[config.mk]
export PLATFORM = sky130hd
export DESIGN_NAME = xbus_ctrl
export DESIGN_NICKNAME = d
export VERILOG_FILES = /design/src/rtl/xbus_pkg.sv /design/src/rtl/xbus_seq.sv /design/src/rtl/xbus_capture.sv /design/src/rtl/xbus_pins.sv /design/src/rtl/xbus_ctrl.sv
export SDC_FILE = /design/constraint.sdc
export NUM_CORES = 1
export LEC_CHECK = 0
export ABC_AREA = 1
export BUFFER_PORTS_ARGS = -buffer_cell sky130_fd_sc_hd__buf_2
export CORE_ASPECT_RATIO = 0.5
export CORE_UTILIZATION = 40
export CTS_BUF_LIST = sky130_fd_sc_hd__clkbuf_4 sky130_fd_sc_hd__clkbuf_8
export CTS_CLUSTER_SIZE = 16
export DETAILED_ROUTE_END_ITERATION = 6
export PLACE_DENSITY = 0.68
export SLEW_MARGIN = 10
export SYNTH_ARGS = -nofsm -noshare
export SYNTH_HDL_FRONTEND = slang
export SYNTH_HIERARCHICAL = 1
export SYNTH_SLANG_ARGS = --single-unit
[constraint.sdc]
create_clock -name clk -period 2.19 [get_ports clk]
set_input_delay 0 -clock clk [delete_from_list [all_inputs] [get_ports clk]]
set_output_delay 0 -clock clk [all_outputs]
set_load 0.01 [all_outputs]
[src/rtl/xbus_pkg.sv]
package xbus_pkg;

    typedef enum logic [1:0] {
        K_FETCH = 2'd0,
        K_READ  = 2'd1,
        K_WRITE = 2'd2,
        K_WRALT = 2'd3
    } kind_e;

    typedef enum logic [2:0] {
        S_IDLE,
        S_ADDR,
        S_HOLD,
        S_STROBE,
        S_RECOV,
        S_LOCAL
    } state_e;

endpackage

[src/rtl/xbus_seq.sv]
module xbus_seq
    import xbus_pkg::*;
#(
    parameter int PHASE_CLKS = 2
) (
    input  logic   clk,
    input  logic   rst_n,
    input  logic   start,
    input  logic   local_hit,
    output state_e state,
    output logic   last
);
    localparam int CW = (PHASE_CLKS > 1) ? $clog2(PHASE_CLKS) : 1;

    logic [CW-1:0] cnt;
    state_e        nxt;

    assign last = (cnt == CW'(PHASE_CLKS - 1));

    // state register
    always_ff @(posedge clk) begin
        if (!rst_n) begin
            state <= S_IDLE;
            cnt   <= '0;
        end else begin
            state <= nxt;
            cnt   <= (nxt != state) ? '0 : cnt + CW'(1);
        end
    end

    // next-state decode
    always_comb begin
        nxt = state;
        unique case (state)
            S_IDLE:   if (start) nxt = local_hit ? S_LOCAL : S_ADDR;
            S_ADDR:   if (last) nxt = S_HOLD;
            S_HOLD:   if (last) nxt = S_STROBE;
            S_STROBE: if (last) nxt = S_RECOV;
            S_RECOV:  if (last) nxt = S_IDLE;
            S_LOCAL:  nxt = S_IDLE;
            default:  nxt = S_IDLE;
        endcase
    end

endmodule

[src/rtl/xbus_capture.sv]
module xbus_capture
    import xbus_pkg::*;
(
    input  logic        clk,
    input  logic        rst_n,
    input  logic        accept,
    input  logic        local_hit,
    input  kind_e       kind,
    input  logic [15:0] addr,
    input  logic [7:0]  wdata,
    input  logic        sample,
    input  logic [7:0]  ad_in,
    output kind_e       kind_q,
    output logic [15:0] addr_q,
    output logic [7:0]  wdata_q,
    output logic [7:0]  rdata
);
    always_ff @(posedge clk) begin
        if (!rst_n) begin
            kind_q  <= K_FETCH;
            addr_q  <= '0;
            wdata_q <= '0;
            rdata   <= '0;
        end else begin
            if (accept) begin
                kind_q  <= kind;
                addr_q  <= addr;
                wdata_q <= wdata;
                if (local_hit) rdata <= 8'hFF;
            end
            if (sample) rdata <= ad_in;
        end
    end

endmodule

[src/rtl/xbus_pins.sv]
module xbus_pins
    import xbus_pkg::*;
(
    input  state_e      state,
    input  logic        last,
    input  kind_e       kind_q,
    input  logic [15:0] addr_q,
    input  logic [7:0]  wdata_q,
    output logic        ready,
    output logic        done,
    output logic [7:0]  hi_addr,
    output logic [7:0]  ad_out,
    output logic        ad_oe,
    output logic        ale,
    output logic        psen_n,
    output logic        rd_n,
    output logic        wr_n
);
    logic is_wr;
    logic is_fetch;

    assign is_wr    = kind_q[1];
    assign is_fetch = (kind_q == K_FETCH);

    // output decode
    always_comb begin
        ready   = 1'b0;
        done    = 1'b0;
        hi_addr = addr_q[15:8];
        ad_out  = addr_q[7:0];
        ad_oe   = 1'b0;
        ale     = 1'b0;
        psen_n  = 1'b1;
        rd_n    = 1'b1;
        wr_n    = 1'b1;
        unique case (state)
            S_IDLE: ready = 1'b1;
            S_ADDR: begin
                ale   = 1'b1;
                ad_oe = 1'b1;
            end
            S_HOLD: begin
                if (is_wr) begin
                    ad_oe  = 1'b1;
                    ad_out = wdata_q;
                end
            end
            S_STROBE: begin
                if (is_wr) begin
                    ad_oe  = 1'b1;
                    ad_out = wdata_q;
                    wr_n   = 1'b0;
                end else if (is_fetch) begin
                    psen_n = 1'b0;
                end else begin
                    rd_n = 1'b0;
                end
            end
            S_RECOV: done = last;
            S_LOCAL: done = 1'b1;
            default: ready = 1'b0;
        endcase
    end

endmodule

[src/rtl/xbus_ctrl.sv]
module xbus_ctrl
    import xbus_pkg::*;
#(
    parameter int PHASE_CLKS     = 2,
    parameter int INT_CODE_LIMIT = 'h1000
) (
    input  logic        clk,
    input  logic        rst_n,
    input  logic        req_valid,
    input  logic [1:0]  req_kind,
    input  logic [15:0] req_addr,
    input  logic [7:0]  req_wdata,
    input  logic        ext_only_n,
    output logic        ready,
    output logic        done,
    output logic [7:0]  rdata,
    output logic [7:0]  hi_addr,
    output logic [7:0]  ad_out,
    output logic        ad_oe,
    input  logic [7:0]  ad_in,
    output logic        ale,
    output logic        psen_n,
    output logic        rd_n,
    output logic        wr_n
);
    localparam logic [16:0] LIMIT = 17'(INT_CODE_LIMIT);

    state_e      state;
    logic        last;
    logic        start;
    logic        local_hit;
    logic        sample;
    kind_e       kind_in;
    kind_e       kind_q;
    logic [15:0] addr_q;
    logic [7:0]  wdata_q;

    assign kind_in   = kind_e'(req_kind);
    assign start     = req_valid && (state == S_IDLE);
    assign local_hit = ext_only_n && (kind_in == K_FETCH) && ({1'b0, req_addr} < LIMIT);
    assign sample    = (state == S_STROBE) && last && !kind_q[1];

    xbus_seq #(.PHASE_CLKS(PHASE_CLKS)) u_seq (
        .clk       (clk),
        .rst_n     (rst_n),
        .start     (start),
        .local_hit (local_hit),
        .state     (state),
        .last      (last)
    );

    xbus_capture u_cap (
        .clk       (clk),
        .rst_n     (rst_n),
        .accept    (start),
        .local_hit (local_hit),
        .kind      (kind_in),
        .addr      (req_addr),
        .wdata     (req_wdata),
        .sample    (sample),
        .ad_in     (ad_in),
        .kind_q    (kind_q),
        .addr_q    (addr_q),
        .wdata_q   (wdata_q),
        .rdata     (rdata)
    );

    xbus_pins u_pins (
        .state   (state),
        .last    (last),
        .kind_q  (kind_q),
        .addr_q  (addr_q),
        .wdata_q (wdata_q),
        .ready   (ready),
        .done    (done),
        .hi_addr (hi_addr),
        .ad_out  (ad_out),
        .ad_oe   (ad_oe),
        .ale     (ale),
        .psen_n  (psen_n),
        .rd_n    (rd_n),
        .wr_n    (wr_n)
    );

endmodule

# After elaboration in Yosys (flattened, before gate mapping)
# Cells that the tools add are included.
# Widths: inputs -> output; s select.
[word_totals] reg_bits=38 in_bits=38 out_inout_bits=31 elab_cells=54
[classes] n_addsub=1 n_lt_le_gt_ge=1 eq_ne=6 n_mux=25 n_bitwise=1 reduce_logical=14
[ops] op="$mux 8" n=5
[ops] op="$mux 3" n=6
[ops] op="$lt 16x13->1 const B" n=1
[ops] op="$pmux 3 s5" n=1
[ops] op="$mux 1" n=11
[ops] op="$eq 3x2->1 const B" n=2
[ops] op="$eq 3x3->1 const B" n=2
[ops] op="$logic_and 1x1->1" n=5
[ops] op="$logic_not 2->1" n=2
[ops] op="$pmux 1 s2" n=2
[ops] op="$reduce_bool 2->1" n=2
[ops] op="$reduce_or 2->1" n=2
[ops] op="$eq 3x1->1 const B" n=1
[ops] op="$logic_not 3->1" n=1
[ops] op="$ne 3x3->1" n=1
[ops] op="$reduce_and 2->1" n=1
[ops] op="$add 1x1->1 const B" n=1
[ops] op="$logic_not 1->1" n=1
[ops] op="$not 1->1" n=1

# Depth between registers and ports, before layout
# Gate-level depths: netlist of run 1.
[depth] word_depth=8 ltp_mapped=10 mapped_depth_nobuf=10

# Modules after synthesis
# The synthesis of run 1 kept the hierarchy.
[modules_own_cells] module="xbus_capture" instances=1 cells_each=148 area_per_inst_um2=1209.9 seq_area_each_um2=680.7
[modules_own_cells] module="xbus_pins" instances=1 cells_each=50 area_per_inst_um2=262.8 seq_area_each_um2=0.0
[modules_own_cells] module="xbus_seq" instances=1 cells_each=37 area_per_inst_um2=225.2 seq_area_each_um2=80.1
[modules_own_cells] module="xbus_ctrl" instances=1 cells_each=14 area_per_inst_um2=56.3 seq_area_each_um2=0.0

# Least setup slack after synthesis of run 1
# No wires, ideal clock.
[synth_timing] kind="register to register" start="register u_seq.state[1]" end="register u_cap.addr_q[0]" setup_ns=0.116 arrival_time_ns=1.227 required_time_ns=2.074 slack_ns=0.847 path_stages_with_launch=8 n_path_buf=2 period_less_slack_ns=1.343 path_cell_list="dfxtp_1 > or2_1 > nor2_1 > buf_6 > inv_6 > buf_6 > nor2_1 > nor2_1"
[synth_between] elab_chain_len=2
[synth_rtl] item="start: declaration" line="xbus_seq.sv:10" rtl="output state_e state,"
[synth_rtl] item="start signal: assignment" line="xbus_seq.sv:26" rtl="state <= nxt;"
[synth_rtl] item="$logic_not 3->1" line="xbus_ctrl.sv:39" rtl="assign start = req_valid && (state == S_IDLE);"
[synth_rtl] item="$logic_and 1x1->1" line="xbus_ctrl.sv:39"
[synth_rtl] item="named net start" line="xbus_ctrl.sv:30" rtl="logic start;"
[synth_rtl] item="end signal: assignment" line="xbus_capture.sv:27" rtl="addr_q <= addr;"
[synth_rtl] item="end: declaration" line="xbus_capture.sv:14" rtl="output logic [15:0] addr_q,"
# The timed path passes the listed nets, and every way through them passes these cells.
# A chain may end at the register's enable or synchronous reset.

# Final worst setup path of run 1
[layout_timing] start="register u_seq.state[0]" end="register u_cap.wdata_q[1]"
[layout_between] elab_chain_len=2
[layout_rtl] item="$logic_not 3->1" line="xbus_ctrl.sv:39"
[layout_rtl] item="$logic_and 1x1->1" line="xbus_ctrl.sv:39"
[layout_rtl] item="named net start" line="xbus_ctrl.sv:30"
[layout_rtl] item="end signal: assignment" line="xbus_capture.sv:28" rtl="wdata_q <= wdata;"
[layout_rtl] item="end: declaration" line="xbus_capture.sv:15" rtl="output logic [7:0] wdata_q,"
# The timed path passes the listed nets, and every way through them passes these cells.

==> results.tsv, run 1 <==
stage	metric	value	unit
logic_synthesis	Synth async-reset ratio	0	%
timing	RSZ-0062 raised after global routing	no	
setup_path	crit path kind	flop to flop	
min_path	Hold Path Class	primary input to flop	
floorplanning	IO Pins	69	
run_status	status	finished, final reports clean	
floorplanning	core area	4040	um^2
global_routing	initial antenna violation count	0	
routing	detailed-route via count	1887	
placed_design	IO Port Bufs	68	
logic_synthesis	Synth top area share	43.4	%
placed_design	cell count after placement	356	
clock_tree	cts bufs inserted	5	
clock_tree	Clock Latency Late Sink	290	ps
timing	Tmin final	1760	ps
global_routing	largest net degree at the start of global routing	38	
routing	First DRT Iteration DRCs	109	
timing	final setup fails	0	
setup_path	startpoint types	flop	
clock_tree	Clock transition at path regs	70	ps
min_path	Worst Hold Depth	3	
setup_path	r2r worst-path depth	5	
floorplanning	Die X	95.7	um
routing	Final ANT Viol Nets	0	
routing	average vias per placed instance	4.74	
logic_synthesis	EDFF count, synth	0	
setup_path	WP data required	2420	ps
routing	routed length per instance	11.3	um
min_path	Hold Path End	u_cap/kind_q[0]	
logic_synthesis	Mapped Area	1750	um^2
global_routing	first-pass GRT wire length	7300	um
logic_synthesis	#FFs+latches synth	38	
cells_and_area	final core utilization	61.2	%
timing	worst-margin pin slew	655	ps
logic_synthesis	count leader, synth	nor2_1	
cells_and_area	proportion of layout cells with a drive suffix above 1	27.0	%
logic_synthesis	dominant synthesized flop cell	dfxtp_1	
timing	final hold vios	0	
logic_synthesis	post-synth cell types	21	
logic_synthesis	Synth area leaders	dfxtp_1 43%, nor2_1 17%, o21ai_0 9.7%	
clock_tree	Setup Buffers After CTS	0	
routing	DRC viols	0	
global_routing	grt total ovfl	0	
setup_path	RR Startpoint	u_seq/state[0]	
timing	Worst Skew	5.96	ps
clock_tree	Clock Sinks	38	
routing	Detailed Route WL	4480	um
timing	Max Fclk	569	MHz
clock_tree	Max clock buf depth	2	
global_routing	vias in the first global route	1670	
clock_tree	post_cts resized	0	
clock_tree	H-tree depth	2	
setup_path	critical path arrival	1980	ps
pwr	worst vdd ir	0.314	mV
clock_tree	CTS tree	built	
logic_synthesis	YS warnings	6	
logic_synthesis	Post-Syn Nets	287	
setup_path	Worst Path Max Fanout	15	
timing	Slew Limit Headroom	56.3	%
timing	final slew viol count	0	
cells_and_area	Final nets	381	
floorplanning	Die Y-Extent	48.8	um
floorplanning	die area	4670	um^2
run	maxcap violations	0	
routing	TritonRoute pass-1 iters	4	
global_routing	Total Routing Usage GR	20.3	%
setup_path	crit path from	u_seq/state[0]	
logic_synthesis	synthesized area per cell	7.04	um^2
timing	Tcrit/Tclk final	80.2	%
logic_synthesis	largest area contributor in the netlist	dfxtp_1	
setup_path	Worst R2R End	u_cap/wdata_q[1]	
setup_path	Reg2Reg Setup Slack	430	ps
timing	Setup TNS Final	0	ps
cells_and_area	ant diodes	0	
floorplanning	row cnt	16	
cells_and_area	synthesis-to-layout area growth	41.2	%
placed_design	Final GP Congestion	0.759	
floorplanning	Initial Utilization	43.4	%
logic_synthesis	Seq/Total Area, Yosys	43.4	%
pwr	LEAKAGE	1.21	nW
cells_and_area	non-filler instance count after layout	398	
clock_tree	clock root cell	clkbuf_8	
setup_path	CP endpoint kind	flop	
logic_synthesis	top cells by count, synth	81 x nor2_1, 38 x dfxtp_1, 37 x nand2_1	
pwr	Power Density	802	nW/um^2
logic_synthesis	Syn Inst Count	249	
placed_design	Post-DP HPWL	2770	um
min_path	Worst Min Path Start	rst_n	
-- timing repair --
item,in CTS,in global routing
endpoints found under the hold margin,34,0
hold buffers,34,0
setup endpoints to repair,0,0
-- layout make-up --
class | count | area (um^2)
clock buffers | 7 | 90.1
clock inverters | 1 | 5.00
fillers | 375 | 1570
inverters | 13 | 53.8
multi-input cells | 179 | 788
flip-flops and latches | 38 | 761
well taps | 54 | 67.6
repair buffers | 106 | 711
-- through the flow --
step | cell area [um^2] | hold WS (ps) | setup slack [ps] | power (mW)
after floorplan | 1750 | 133 | 847 | 1.31
after global placement | 2040 | 222 | 523 | 1.42
after CTS | 2480 | 236 | 443 | 2.00
final | 2480 | 245 | 434 | 1.99
after detailed placement | 2040 | 227 | 465 | 1.44
after global routing | 2480 | 282 | 276 | 2.12
-- flip-flops by register name, summed over array words and instances, names as in the netlist --
register,cells
u_seq/last,1
u_cap/rdata,8
u_cap/kind_q,2
u_cap/wdata_q,8
u_seq/state,3
u_cap/addr_q,16
-- worst max-delay path by stage --
| stage | to | slack, ps |
|---|---|---|
| finish | u_cap/wdata_q[1] | 430 |
| global route | u_cap/wdata_q[1] | 280 |
| CTS | u_cap/wdata_q[4] | 440 |
| detailed placement | u_cap/wdata_q[4] | 460 |
| global placement | u_seq/last | 520 |
| floorplan | u_cap/addr_q[0] | 850 |
-- cell families (layout without fill, tap and decap cells) --
group	count (synthesis)	in the layout	synth area share (%)
DFF	38	38	43.4
and+or+nand+nor	141	141	34.0
AOI/OAI and AO/OA	38	38	10.8
buffers and inverters	32	127	11.8
-- worst max-delay path: stages (launching register included) --
cell	delay [ps]
dfxtp_1	410
or2_1	270
nor2_2	510
buf_4	280
o21ai_0	100
nor2_1	120
-- report_power, final --
group	total (mW)	internal [mW]	switching, mW
clock	0.509	0.266	0.242
combinational	0.606	0.250	0.356
sequential	0.871	0.800	0.0713
total	1.99	1.32	0.669
-- layer usage --
layer / vias up / wire length (um) / track usage, %
met3: 8 / 237 / 5.76
met2: 58 / 2120 / 34.0
li1: 971 / - / -
met4: 0 / 57 / 7.71
met5: - / 0 / 0
met1: 850 / 2070 / 24.8
-- cells in the final DEF, fill, tap and decap left out, drive strengths merged --
cell,count
a21oi,2
buf,72
clkbuf,7
clkinv,1
dfxtp,38
dlygate4sd3,34
inv,13
nand2,40
nand3,7
nand4,9
nor2,82
nor3,2
o21ai,36
or2,1
No activity file was read; power rests on OpenSTA's default activity.
==> run 2, diff against run 1 <==
==> constraint.sdc (replaced) <==
create_clock -name clk -period 1.8 [get_ports clk]
set_input_delay 0 -clock clk [delete_from_list [all_inputs] [get_ports clk]]
set_output_delay 0 -clock clk [all_outputs]
set_load 0.01 [all_outputs]
==> run 2 against run 1 <==
Worst setup slack lost 140 ps. Final cell count unchanged. Critical path depth is the same. Total power up 34%. Via count fell by 2.5%. Cell area rose by 1.7%. Die area unchanged. Wire length increased by 0.54%. Clock power up 70%. Worst hold slack worse by 46 ps. First-iteration DRC count decreased by 37%. Core utilization rose by 1.1 points. Critical endpoint is now ad_out[4]. Largest cell class unchanged. Largest power group unchanged. Highest routed layer unchanged.
==> results.tsv, run 2 (same netlist as run 1, synthesis figures left out) <==
stage	metric	value	unit	change
cells_and_area	max reg flops	16		unchanged
cells_and_area	Top reg by flops	u_cap/addr_q		
routing	metal3 WL	278	um	+17%
timing	Tcrit/Tclk final	83.5	%	
routing	detailed-route via count	1840		-2.5%
global_routing	Total Routing Usage GR	19.8	%	-0.53 points
floorplanning	die area	4670	um^2	unchanged
timing	final hold vios	0		unchanged
global_routing	first-pass GRT wire length	7130	um	-2.4%
routing	Detailed Route WL	4510	um	+0.54%
cells_and_area	proportion of layout cells with a drive suffix above 1	27.0	%	unchanged
setup_path	CP cell instances	buf_4 -> nand3_2 -> nand2_1 -> nand2_1 -> buf_2		
global_routing	grt total ovfl	0		unchanged
clock_tree	clock root cell	clkbuf_8		
setup_path	slowest cell on the critical path	dfxtp_1		
pwr	Internal	1.83	mW	+39%
placed_design	placed cell areas	2040	um^2	unchanged
run_status	status	finished, final reports clean		
pwr	Overall Power	2.66	mW	+34%
clock_tree	post_cts resized	0		unchanged
routing	uppermost layer routed	met4		
cells_and_area	synthesis-to-layout area growth	43.6	%	
timing	Tmin final	1500	ps	
placed_design	Final GP Congestion	0.823		+8.5%
timing	Setup TNS Final	0	ps	unchanged
pwr	Combinational Power Share	27.5	%	-3.0 points
run	maxcap violations	0		unchanged
pwr	Reg power frac	39.9	%	-4.0 points
cells_and_area	Final nets	381		unchanged
setup_path	crit-path most repeated cell	nand2_1		
clock_tree	Clock Sinks	38		unchanged
pwr	clock share of power	32.6	%	+7.0 points
cells_and_area	multi-input logic area	788	um^2	unchanged
global_routing	initial antenna violation count	0		unchanged
cells_and_area	Layout fillers	374		-0.27%
clock_tree	Setup Buffers After CTS	0		unchanged
timing	Max Fclk	665	MHz	
clock_tree	Max clock buf depth	2		unchanged
pwr	Power Density	1060	nW/um^2	+32%
floorplanning	Die X	95.7	um	unchanged
routing	Final ANT Viol Nets	0		unchanged
clock_tree	cts bufs inserted	5		unchanged
pwr	LEAKAGE	1.23	nW	+1.4%
cells_and_area	most common cell after layout, fill and taps aside	nor2_1		
floorplanning	Die Y-Extent	48.8	um	unchanged
floorplanning	row cnt	16		unchanged
clock_tree	H-tree depth	2		unchanged
routing	DRC viols	0		unchanged
setup_path	crit path from	u_seq/state[1]		
setup_path	startpoint types	flop		
cells_and_area	cell area after layout	2520	um^2	+1.7%
timing	Slew Limit Headroom	63.2	%	+6.9 points
clock_tree	CTS Hold Bufs	34		unchanged
setup_path	Worst Path Max Fanout	17		+2
timing	RSZ-0062 raised after global routing	no		
routing	TritonRoute pass-1 iters	4		unchanged
global_routing	vias in the first global route	1653		-1.0%
min_path	Hold Path Class	primary input to flop		
timing	Worst Skew	8.18	ps	+2.22 ps
pwr	worst vdd ir	0.480	mV	+53%
floorplanning	IO Pins	69		unchanged
routing	average vias per placed instance	4.62		-2.5%
routing	First DRT Iteration DRCs	69		-37%
clock_tree	Clock transition at path regs	70	ps	about the same
setup_path	Largest stage delay, worst path	400	ps	-110 ps
setup_path	WP data required	1800	ps	-620 ps
pwr	Net Switching	828	uW	+24%
placed_design	IO Port Bufs	68		unchanged
cells_and_area	most frequent cells in the layout	80 x nor2_1, 68 x buf_2, 38 x dfxtp_1		
min_path	Worst Min Path Start	req_valid		
timing	Min Hold Slack	199	ps	-45.8 ps
setup_path	critical path arrival	1500	ps	-480 ps
setup_path	CP endpoint kind	output pin		
cells_and_area	Largest regs	u_cap/addr_q x16, u_cap/rdata x8, u_cap/wdata_q x8		
timing	final setup fails	0		unchanged
clock_tree	Clock Latency Late Sink	290	ps	about the same
clock_tree	CTS tree	built		
placed_design	Post-DP HPWL	2750	um	-0.42%
routing	routed length per instance	11.3	um	+0.54%
global_routing	largest net degree at the start of global routing	38		unchanged
routing	WL met1	2090	um	+0.72%
floorplanning	core area	4040	um^2	unchanged
timing	final slew viol count	0		unchanged
routing	Met2 Routed Length	2120	um	+0.24%
timing	worst-margin pin slew	552	ps	-103 ps
setup_path	crit path kind	flop to output pin		
cells_and_area	ant diodes	0		unchanged
pwr	switching share of power	31.1	%	-2.6 points
floorplanning	Initial Utilization	43.4	%	unchanged
setup_path	RR Startpoint	u_seq/state[0]		
cells_and_area	Reg area	761	um^2	unchanged
run 2: power groups by stage:
stage / combinational (mW) / sequential (mW) / clock, mW
2_1_floorplan: 0.534 / 1.07 / 0
3_3_place_gp: 0.659 / 1.07 / 0
3_5_place_dp: 0.671 / 1.08 / 0
4_1_cts: 0.730 / 1.06 / 0.883
5_1_grt: 0.828 / 1.08 / 0.926
6_report: 0.733 / 1.06 / 0.866
run 2: final cells by class:
type | count | share of cell area [%]
clock inverter | 3 | 2.73
timing repair buffer | 106 | 28.2
inverter | 13 | 2.14
clock buffer | 5 | 2.73
tap | 54 | 2.68
multi-input combinational | 179 | 31.3
sequential | 38 | 30.2
run 2: path summary, 6_finish.rpt:
check                           slack [ps]  depth (start not counted)              end
worst max-delay path                   300                          5        ad_out[4]
worst max register to register         390                          6  u_cap/kind_q[0]
worst min register to register         480                          2   u_cap/rdata[6]
worst min-delay path                   200                          7   u_seq/state[0]
run 2: per-stage QoR:
stage | worst slack (ps) | std cells | utilization (%)
finish | 297 | 398 | 62.3
floorplan | 457 | 249 | -
global route | 191 | 398 | 62.3
detailed placement | 395 | 356 | 50.5
global placement | 446 | 356 | 50.5
CTS | 301 | 398 | 62.3
run 2: routing by layer:
layer	up-vias	GRT usage (%)
met1	811	23.7
li1	976	-
met2	51	34.4
met4	0	5.97
met5	-	0
met3	2	5.76
run 2: critical path, delay by kind of cell (launching register included):
| kind | cells | cell delay (ps) |
|---|---|---|
| flip-flops | 1 | 400 |
| AND/OR/NAND/NOR | 3 | 420 |
| buffers and inverters | 2 | 400 |
==> run 3, diff against run 2 <==
--- a/config.mk
+++ b/config.mk
@@ -12,7 +12,7 @@
 export CTS_BUF_LIST = sky130_fd_sc_hd__clkbuf_4 sky130_fd_sc_hd__clkbuf_8
 export CTS_CLUSTER_SIZE = 16
 export DETAILED_ROUTE_END_ITERATION = 6
-export PLACE_DENSITY = 0.68
+export PLACE_DENSITY = 0.7
 export SLEW_MARGIN = 10
 export SYNTH_ARGS = -nofsm -noshare
 export SYNTH_HDL_FRONTEND = slang
==> constraint.sdc (replaced) <==
create_clock -name clk -period 1.31 [get_ports clk]
set_input_delay 0 -clock clk [delete_from_list [all_inputs] [get_ports clk]]
set_output_delay 0 -clock clk [all_outputs]
set_load 0.01 [all_outputs]
==> run 3 against run 2 <==
Worst setup slack worse by 350 ps. Total power is 33% higher. Via count is 9.1% higher. The flow now finishes with violations (negative setup slack). Sequential cell count stayed put. Count of clock-buffer cells in the layout stayed put. Clock skew is 1.8 ps lower. Cell area is 7.7% higher. Sequential share of layout area is 2.0 points lower. Clock power is 13% lower. Non-clock buffer count is 13 higher.
==> results.tsv, run 3 (same netlist as run 1, synthesis figures left out) <==
stage	metric	value	unit	change
cells_and_area	Reg area	764	um^2	+0.49%
setup_path	CP cell instances	buf_6 -> buf_12 -> buf_8 -> buf_6 -> o21ai_1 -> buf_2		
clock_tree	Clock Latency Late Sink	290	ps	about the same
routing	First DRT Iteration DRCs	76		+10%
clock_tree	Clock transition at path regs	70	ps	about the same
setup_path	crit-path most repeated cell	buf_6		
timing	Final WS setup	-50.2	ps	-347 ps
setup_path	Largest stage delay, worst path	320	ps	-80 ps
routing	Detailed Route WL	5200	um	+15%
placed_design	Post-DP HPWL	3020	um	+9.5%
pwr	worst vdd ir	0.549	mV	+14%
cells_and_area	ant diodes	0		unchanged
cells_and_area	most common cell after layout, fill and taps aside	buf_2		
setup_path	crit path kind	flop to output pin		
routing	Final ANT Viol Nets	0		unchanged
setup_path	crit path capture	ad_oe		
routing	average vias per placed instance	4.88		+5.6%
run_status	failing checks	negative setup slack		
setup_path	RR Startpoint	u_seq/state[0]		
timing	Min Hold Slack	31.9	ps	-167 ps
cells_and_area	multi-input logic area	855	um^2	+8.4%
clock_tree	Max clock buf depth	2		unchanged
setup_path	critical path arrival	1360	ps	-140 ps
floorplanning	IO Pins	69		unchanged
timing	Tcrit/Tclk final	104	%	
cells_and_area	proportion of layout cells with a drive suffix above 1	35.9	%	+8.8 points
timing	Worst Skew	6.40	ps	-1.77 ps
setup_path	number of cells on the critical path	6		+1
global_routing	largest net degree at the start of global routing	28		-26%
clock_tree	clock root cell	clkbuf_8		
cells_and_area	final core utilization	67.1	%	+4.8 points
global_routing	vias in the first global route	1966		+19%
cells_and_area	Final nets	395		+3.7%
setup_path	r2r worst-path depth	9		+3
timing	worst-margin pin slew	418	ps	-134 ps
floorplanning	row cnt	16		unchanged
floorplanning	Die Y-Extent	48.8	um	unchanged
timing	Slew Limit Headroom	72.1	%	+8.9 points
setup_path	Worst R2R End	u_seq/last		
routing	DRC viols	0		unchanged
pwr	LEAKAGE	1.29	nW	+5.5%
setup_path	startpoint types	flop		
timing	final setup fails	6		+6
cells_and_area	Top reg by flops	u_cap/addr_q		
floorplanning	die area	4670	um^2	unchanged
min_path	Hold Path Class	primary input to flop		
timing	final slew viol count	0		unchanged
global_routing	first-pass GRT wire length	8200	um	+15%
placed_design	Final GP Congestion	0.773		-6.1%
clock_tree	cts bufs inserted	5		unchanged
run_status	status	finished, violations left		
cells_and_area	synthesis-to-layout area growth	54.7	%	
floorplanning	core area	4040	um^2	unchanged
cells_and_area	max reg flops	16		unchanged
timing	Max Fclk	735	MHz	
routing	TritonRoute pass-1 iters	4		unchanged
placed_design	dpl ws	8.70	ps	-386 ps
setup_path	WP data required	1310	ps	-490 ps
cells_and_area	Largest regs	u_cap/addr_q x16, u_cap/rdata x8, u_cap/wdata_q x8		
setup_path	slowest cell on the critical path	dfxtp_2		
setup_path	Buf+Inv Stages, Crit Path	5		+3
timing	final hold vios	0		unchanged
timing	Tmin final	1360	ps	
pwr	Overall Power	3.53	mW	+33%
setup_path	CP endpoint kind	output pin		
cells_and_area	non-filler instance count after layout	411		+3.3%
global_routing	grt total ovfl	0		unchanged
pwr	Power Density	1300	nW/um^2	+23%
setup_path	Reg2Reg Setup Slack	-40	ps	-430 ps
setup_path	Worst Path Max Fanout	7		-10
clock_tree	H-tree depth	2		unchanged
setup_path	crit-path leading delay family	buffers and inverters		
global_routing	initial antenna violation count	0		unchanged
floorplanning	Die X	95.7	um	unchanged
cells_and_area	most frequent cells in the layout	69 x buf_2, 65 x nor2_1, 36 x nand2_1		
clock_tree	CTS tree	built		
cells_and_area	Layout fillers	342		-8.6%
routing	routed length per instance	12.7	um	+12%
clock_tree	Clock Sinks	38		unchanged
floorplanning	Initial Utilization	43.4	%	unchanged
run	maxcap violations	0		unchanged
placed_design	IO Port Bufs	68		unchanged
placed_design	cell count after placement	361		+1.4%
timing	RSZ-0062 raised after global routing	yes		
global_routing	Total Routing Usage GR	22.6	%	+2.8 points
setup_path	crit path from	u_seq/state[1]		
routing	detailed-route via count	2007		+9.1%
run 3: what timing repair did:
item                                    4_1_cts  5_1_grt
endpoints found under the hold margin        33        0
buffers inserted                              2        5
pin swaps                                     0       10
endpoints found under the setup margin       13       48
cloned                                        0        3
gates resized for setup                       8       34
hold buffers                                 33        0
run 3: worst register-to-register path, stage by stage, from the launching register on:
cell     delay [ps]
dfxtp_2         320
or2_1           260
nor2_4          190
nand2_1          90
nand2_1          80
nand2_1          70
nand2_2          80
nand2_1          50
nand2_1          70
nor2_2           40
run 3: through the flow:
stage	area (um^2)	TNS (ps)
2_1_floorplan	1760	0
3_3_place_gp	2080	0
3_5_place_dp	2080	0
4_1_cts	2530	0
5_1_grt	2710	-1620
6_report	2710	-144
run 3: cell type report:
cell class | count | share of cell area [%]
timing repair buffer | 119 | 32.4
clock buffer | 5 | 2.54
clock inverter | 2 | 0.369
inverter | 13 | 2.54
sequential | 38 | 28.2
tap | 54 | 2.49
multi-input combinational | 180 | 31.5
run 3: how the worst min path moves through the flow:
stage | from | endpoint | slack [ps] | cells after the start
after floorplan | rst_n | u_seq/state[0] | 130 | 2
after global placement | req_addr[10] | u_cap/addr_q[10] | 220 | 3
after detailed placement | req_addr[3] | u_cap/addr_q[3] | 230 | 3
after CTS | ad_in[7] | u_cap/rdata[7] | 7 | 3
after global routing | ad_in[7] | u_cap/rdata[7] | 30 | 3
final | ad_in[7] | u_cap/rdata[7] | 30 | 3
run 3: report_power, final:
part / internal (mW) / switching (mW) / total [mW]
clock: 0.357 / 0.399 / 0.756
sequential: 1.34 / 0.104 / 1.44
combinational: 0.589 / 0.738 / 1.33
run 3: metal layers:
layer  GRT usage [%]  vias up  share of wire (%)
met5               0        -                  0
met4            9.70        0                1.9
met3            5.30       11                5.7
met2            40.8       54                 50
met1            25.5      941                 43
li1                -     1001                  -
